**src/rtl/pci_irq_router.sv**
```systemverilog
module pci_irq_router #(
  parameter int NUM_SLOTS = 4,
  parameter int ADDR_W = 32,
  parameter int VEC_W = 8,
  parameter logic [ADDR_W-1:0] ACK_ADDR = 32'hBFFF_FFF0
) (
  input  logic                   clk,
  input  logic                   rst_n,
  input  logic                   legacy_mode,
  input  logic [4*NUM_SLOTS-1:0] pin_irq,
  output logic [3:0]             legacy_irq,
  output logic                   shared_irq,
  input  logic                   cpu_req,
  input  logic [ADDR_W-1:0]      cpu_addr,
  input  logic                   cpu_we,
  input  logic [1:0]             cpu_size,
  output logic                   cpu_ack,
  output logic                   cpu_err,
  output logic [VEC_W-1:0]       cpu_rdata,
  output logic                   vec_req,
  input  logic                   vec_valid,
  input  logic [VEC_W-1:0]       vec_data
);
  localparam int PINS = 4;
  localparam int NSRC = PINS * NUM_SLOTS;

  typedef enum logic {S_IDLE, S_FETCH} ack_state_t;
  ack_state_t state;

  logic [1:0] line_c;
  logic       any_c;
  logic       hit;

  always_comb begin
    line_c = '0;
    for (int s = 0; s < NUM_SLOTS; s++)
      for (int p = 0; p < PINS; p++)
        if (pin_irq[s*PINS+p]) line_c[(p + s) & 1] = 1'b1;
  end

  assign any_c = |pin_irq;

  always_ff @(posedge clk) begin
    if (!rst_n) begin
      legacy_irq <= '0;
      shared_irq <= 1'b0;
    end else begin
      legacy_irq <= legacy_mode ? {2'b00, line_c} : 4'b0000;
      shared_irq <= legacy_mode ? 1'b0 : any_c;
    end
  end

  assign hit = cpu_req && (cpu_addr == ACK_ADDR) && (state == S_IDLE);

  always_ff @(posedge clk) begin
    if (!rst_n) begin
      state     <= S_IDLE;
      vec_req   <= 1'b0;
      cpu_ack   <= 1'b0;
      cpu_err   <= 1'b0;
      cpu_rdata <= '0;
    end else begin
      cpu_ack <= 1'b0;
      cpu_err <= 1'b0;
      case (state)
        S_IDLE: if (hit) begin
          if (cpu_we) begin
            cpu_ack <= 1'b1;
          end else if (cpu_size != 2'd0) begin
            cpu_ack <= 1'b1;
            cpu_err <= 1'b1;
          end else begin
            state   <= S_FETCH;
            vec_req <= 1'b1;
          end
        end
        S_FETCH: if (vec_valid) begin
          state     <= S_IDLE;
          vec_req   <= 1'b0;
          cpu_ack   <= 1'b1;
          cpu_rdata <= vec_data;
        end
        default: state <= S_IDLE;
      endcase
    end
  end

  p_shared_or_r3: assert property (@(posedge clk) disable iff (!rst_n)
    ($past(rst_n) && !$past(legacy_mode)) |-> (shared_irq == $past(any_c)) && (legacy_irq == 4'b0000));
  p_shared_quiet_r4: assert property (@(posedge clk) disable iff (!rst_n)
    $past(legacy_mode) |-> !shared_irq);
  p_upper_lines_r1: assert property (@(posedge clk) disable iff (!rst_n)
    legacy_irq[3:2] == 2'b00);
  p_req_holds_r5: assert property (@(posedge clk) disable iff (!rst_n)
    (vec_req && !vec_valid) |=> vec_req);
  p_ack_on_vector_r6: assert property (@(posedge clk) disable iff (!rst_n)
    (vec_req && vec_valid) |=> (cpu_ack && !cpu_err && !vec_req && cpu_rdata == $past(vec_data)));
  p_ack_pulse_r6: assert property (@(posedge clk) disable iff (!rst_n)
    cpu_ack |=> !cpu_ack);
  p_err_with_ack_r8: assert property (@(posedge clk) disable iff (!rst_n)
    cpu_err |-> cpu_ack);
  p_no_ack_fetching_r10: assert property (@(posedge clk) disable iff (!rst_n)
    (vec_req && !vec_valid) |=> !cpu_ack);
endmodule

```
**config.mk**
```make
export PLATFORM = sky130hd
export DESIGN_NAME = pci_irq_router
export DESIGN_NICKNAME = d
export VERILOG_FILES = /design/src/rtl/pci_irq_router.sv
export SDC_FILE = /design/constraint.sdc
export NUM_CORES = 1
export LEC_CHECK = 0
export ABC_AREA = 1
export BUFFER_PORTS_ARGS = -buffer_cell sky130_fd_sc_hd__clkbuf_2
export CAP_MARGIN = 20
export CORE_AREA = 2 2 54 56
export CTS_BUF_LIST = sky130_fd_sc_hd__clkbuf_16
export CTS_CLUSTER_SIZE = 20
export DETAILED_ROUTE_END_ITERATION = 8
export DIE_AREA = 0 0 56 58
export PLACE_DENSITY = 0.71
export SLEW_MARGIN = 20
export SYNTH_ARGS = -nofsm -noshare
export SYNTH_HDL_FRONTEND = slang
export SYNTH_SLANG_ARGS = --single-unit
```
**constraint.sdc**
```tcl
create_clock -name clk -period 0.9 [get_ports clk]
set_input_delay 0.135 -clock clk [delete_from_list [all_inputs] [get_ports clk]]
set_output_delay 0.135 -clock clk [all_outputs]
set_load 0.03 [all_outputs]
```
==> reports/results.ini, run 1 <==
[synth]
seq_area_frac_synth_pct = 38.5
synth_warnings = 0
synth.avg_cell_area_um2 = 6.29
synth_top_area_cell = dfxtp_1
synth_seq_cells = 15
synth_edf_count = 0
yosys.cell_types.count = 16
syn-instance-count = 124
synth_area_leaders = dfxtp_1 39%, nor2_1 21%, nand2_1 15%
synth_ff_type = dfxtp_1
synth_top_area_share_pct = 38.5
syn_area_um2 = 779
async_reset_ff_share_pct = 0

[worst_setup_path]
worstSetupEndpointType = register
crit_start = state
cp.required_ps = 1070
critical_path_class = register to register
r2r_slack_ps = -70
timing.rr.start = state
cp.arrival_ps = 1130
worst-path-max-fanout = 3
critPathLaunchType = register

[clocking]
clkSinkCount = 15
insertion_delay_ps = 240
numCtsBuffers = 3
cts_hold_buf = 0
cts_tree = done
post_cts_buffers = 0
clk_pin_slew_ps = 50
cts_buffer_depth = 2
htree_levels = 1
root_buffer = clkbuf_16

[global_routing]
grt_usage_pct = 13.8
grt_max_degree = 12
grt_pass1_vias = 962
grt_pass1_wl_mm = 3.59
overflow = 0
antenna_found_initial = 0

[cells_and_area]
drive_above_1_share_pct = 43.9
fin_nets = 270
seqCellArea_um2 = 303
layout_common_cells = 63 x clkbuf_2, 43 x nor2_1, 30 x nand2_1
fin_cells = 236
area_growth_pct = 70.8
diodes = 0
fin_area_um2 = 1330
fillers = 290
multi_input_area_um2 = 448
final_common_cell = clkbuf_2

[outcome]
status = finished with violations
violations = negative setup slack

[detailed_routing]
drt_iter0_drc = 16
final_antenna_net_count = 0
viasPerCell = 4.29
first_pass_iters = 4
drt-wirelength-per-cell_um = 8.52
via_count = 1013
wl_mm = 2.01
drc = 0

[sta]
finalMaxSlewViolations = 0
tns_ps = -106
grt_setup_unrepaired = true
finalWorstSetupSlack_ps = -67.4
period_minus_slack_ps = 967
hold_viol = 0
fin_crit_sh_pct = 107
max_freq_mhz = 1030
final-setup-viol-count = 2
clock_skew_ps = 0.739

[worst_hold_path]
hp-class = input pin to register
hold_path_startpoint = legacy_mode

[placement]
numPortBuffers = 77
place_inst = 232
dp_hpwl_mm = 1.81
placed_cell_area_um2 = 1200
gp_congestion = 0.724

[die]
dieWidth_um = 56
core_area_um2 = 2660
die_h_um = 58
rows = 19
initial_core_util_pct = 29.3
die_area_um2 = 3250
ios = 80

[job]
maxCapViolations = 0

[power]
ir_drop_mv = 1.08
p_per_area_nw_per_um2 = 1330
power.total_uw = 1780
p_leak_uw = 0.000684

worst paths after layout:
| check | depth (start not counted) | to |
|---|---|---|
| min reg2reg | 2 | vec_req |
| min | 2 | shared_irq |
| max | 4 | state |
| max reg2reg | 4 | state |
routing by layer:
| metal | GRT usage (%) | wire [µm] | vias to the layer above | part of all wire, % |
|---|---|---|---|---|
| li1 | - | - | 552 | - |
| met2 | 24.4 | 968 | 52 | 48 |
| met3 | 2.68 | 208 | 7 | 10 |
| met1 | 15.3 | 771 | 402 | 38 |
| met4 | 8.84 | 61 | 0 | 3.0 |
| met5 | 0 | 0 | - | 0 |
critical path: stages (launching register included):
cell     delay (ps)
dfxtp_2         330
or2_4           240
nor2_4           80
nand4_1         100
a21oi_1         150
area by class of cell:
cell class | count | area share (%)
clock buffers | 3 | 5.64
repair buffers | 79 | 33.3
inverters | 5 | 1.41
multi-input cells | 102 | 33.6
flip-flops and latches | 15 | 22.7
well taps | 31 | 2.91
clock inverters | 1 | 0.376
synth_stat cells, drive strengths merged, types with 2 or more instances:
cell type and n:
o21ai 8, inv 5, dfxtp 15, buf 2, nand3b 3, nand2 31
nor2 44, a21oi 3, nand4 4, nor3 3, or2 2
registers in the layout (all words and copies together) (netlist names):
name and count:
cpu_ack 1, cpu_err 1, cpu_rdata 8, legacy_irq 2, shared_irq 1, state 1
vec_req 1
through the flow:
step | utilization, % | worst slack, ps | hold WS, ps
2_1_floorplan | - | 8.44 | 213
3_3_place_gp | 45.2 | -23.6 | 321
3_5_place_dp | 45.2 | -67.5 | 322
4_1_cts | 49.3 | -78.3 | 65.9
5_1_grt | 50.0 | -126 | 74.8
6_report | 50.0 | -67.4 | 69.0
repair_timing:
action	CTS	global route
resized for setup	10	22
endpoints found under the setup margin	20	25
gates cloned	0	0
pin swaps	0	1
logic make-up (layout without fill, tap and decap cells):
logic type	count (synthesis)	after routing	share of synthesized area [%]
AND/OR/NAND/NOR	88	88	48.2
AO/OA/AOI/OAI	12	12	8.03
buffers and inverters	8	88	4.81
flip-flops	15	15	38.5
other	1	2	0.481
power by group:
group / switching, µW / leakage, µW / internal (µW) / total [µW]
Combinational: 120 / 0.000520 / 139 / 259
Clock: 252 / 0.0000409 / 591 / 843
Sequential: 1.64 / 0.000123 / 673 / 675
Total: 373 / 0.000684 / 1400 / 1780
Note: power is estimated with default switching activity, not from simulation.
==> run 2: changes to the inputs <==
--- a/config.mk
+++ b/config.mk
@@ -13,6 +13,7 @@
 export CTS_CLUSTER_SIZE = 20
 export DETAILED_ROUTE_END_ITERATION = 8
 export DIE_AREA = 0 0 56 58
+export HOLD_SLACK_MARGIN = 0.12
 export PLACE_DENSITY = 0.71
 export SLEW_MARGIN = 20
 export SYNTH_ARGS = -nofsm -noshare
==> run 2 against run 1 <==
The run still ends with negative setup slack left. Fmax did not move. Critical path depth is the same. Global-route usage about the same. Largest power group unchanged. Core utilization grew 0.38 points.
==> reports/results.ini, run 2 (synthesized netlist as in run 1, its figures left out) <==
[sta]
finalMaxSlewViolations = 0
hold_viol = 0
tns_ps = -106
max_freq_mhz = 1030
final-setup-viol-count = 2
grt_setup_unrepaired = true
period_minus_slack_ps = 967
finalWorstSetupSlack_ps = -67.4
fin_crit_sh_pct = 107
clock_skew_ps = 0.739

[die]
initial_core_util_pct = 29.3
rows = 19
die_h_um = 58
ios = 80
die_area_um2 = 3250
core_area_um2 = 2660
dieWidth_um = 56

[detailed_routing]
first_pass_iters = 4
wl_mm = 2.01
via_count = 1017
final_antenna_net_count = 0
drc = 0
viasPerCell = 4.29
drt_iter0_drc = 17
drt-wirelength-per-cell_um = 8.49

[worst_hold_path]
hold_path_startpoint = vec_data[0]
hp-class = input pin to register
holdPathEnd = cpu_rdata[0]
min_path_cells = 3

[clocking]
cts_tree = done
root_buffer = clkbuf_16
clkSinkCount = 15
htree_levels = 1
numCtsBuffers = 3
cts_buffer_depth = 2
insertion_delay_ps = 240
clk_pin_slew_ps = 50

[cells_and_area]
layout_common_cells = 63 x clkbuf_2, 43 x nor2_1, 30 x nand2_1
largest_register_ffs = 8
final_common_cell = clkbuf_2
diodes = 0
reg_top3 = cpu_rdata: 8 flops, legacy_irq: 2 flops
drive_above_1_share_pct = 43.7
fin_nets = 271
fin_cells = 237
max_flop_register = cpu_rdata
area_growth_pct = 72.1

[worst_setup_path]
r2r_slack_ps = -70
r2r-end = state
ff2ff_path_depth = 4
cp.arrival_ps = 1130
critical_path_class = register to register
worstSetupEndpointType = register
cp.required_ps = 1070
worst-path-max-fanout = 3
timing.rr.start = state
critPathLaunchType = register

[placement]
gp_congestion = 0.724
dp_hpwl_mm = 1.81
place_inst = 232
numPortBuffers = 77

[global_routing]
overflow = 0
grt_pass1_wl_mm = 3.61
antenna_found_initial = 0
grtUsageMet3_pct = 2.68
grt_max_degree = 12
grt-busiest-layer = met2
grt_usage_pct = 13.9
grt_use_met1_pct = 15.5
grt_use_met2_pct = 24.4
grt_pass1_vias = 965

[outcome]
status = finished with violations
violations = negative setup slack

[job]
maxCapViolations = 0

[power]
p_per_area_nw_per_um2 = 1330
p_leak_uw = 0.000688
ir_drop_mv = 1.08

## run 2: cell types whose count changed in the layout (fill, tap and decap cells not counted)
cell and change:
dlygate4sd3_1 +1
## run 2: area by class of cell
type / instances / area [µm²]
inverters: 5 / 18.8
well taps: 31 / 38.8
clock buffers: 3 / 75.1
clock inverters: 1 / 5.00
flip-flops and latches: 15 / 303
fillers: 292 / 1320
multi-input cells: 102 / 448
repair buffers: 80 / 453
## run 2: worst max-delay path by stage
stage,end,slack [ps],from,cells past startpoint
finish,state,-70,state,4
global route,state,-130,state,4
CTS,state,-80,state,4
detailed placement,state,-70,state,4
global placement,vec_req,-20,state,4
floorplan,vec_req,8,state,4
## run 2: metal layers
| metal | vias up | wire [µm] |
|---|---|---|
| met4 | 0 | 61 |
| met3 | 7 | 208 |
| met5 | - | 0 |
| li1 | 554 | - |
| met1 | 404 | 774 |
| met2 | 52 | 967 |
## run 2: where the power goes
group	switching, µW	total, µW	internal, µW
Combinational	120	262	142
Sequential	1.64	675	673
Clock	252	843	591
## run 2: metrics by stage
| step | total power, µW | cell area, µm² | util, % | worst slack [ps] | hold slack, ps |
|---|---|---|---|---|---|
| detailed placement | 948 | 1200 | 45.2 | -67.5 | 322 |
| finish | 1780 | 1340 | 50.4 | -67.4 | 141 |
| global placement | 946 | 1200 | 45.2 | -23.6 | 321 |
| floorplan | 794 | 783 | - | 8.44 | 213 |
| CTS | 1810 | 1320 | 49.7 | -78.3 | 142 |
| global route | 1880 | 1340 | 50.4 | -126 | 161 |
## run 2: timing repair
action / 4_1_cts / 5_1_grt
pin swaps: 0 / 1
gates resized for setup: 10 / 22
hold endpoints to repair: 1 / 0
setup buffers: 0 / 0
endpoints found under the setup margin: 20 / 26
hold buffers: 1 / 0
## run 2: worst max-delay path: stages (launching register included)
cell and delay (ps):
dfxtp_2 330, or2_4 240, nor2_4 80, nand4_1 100, a21oi_1 150
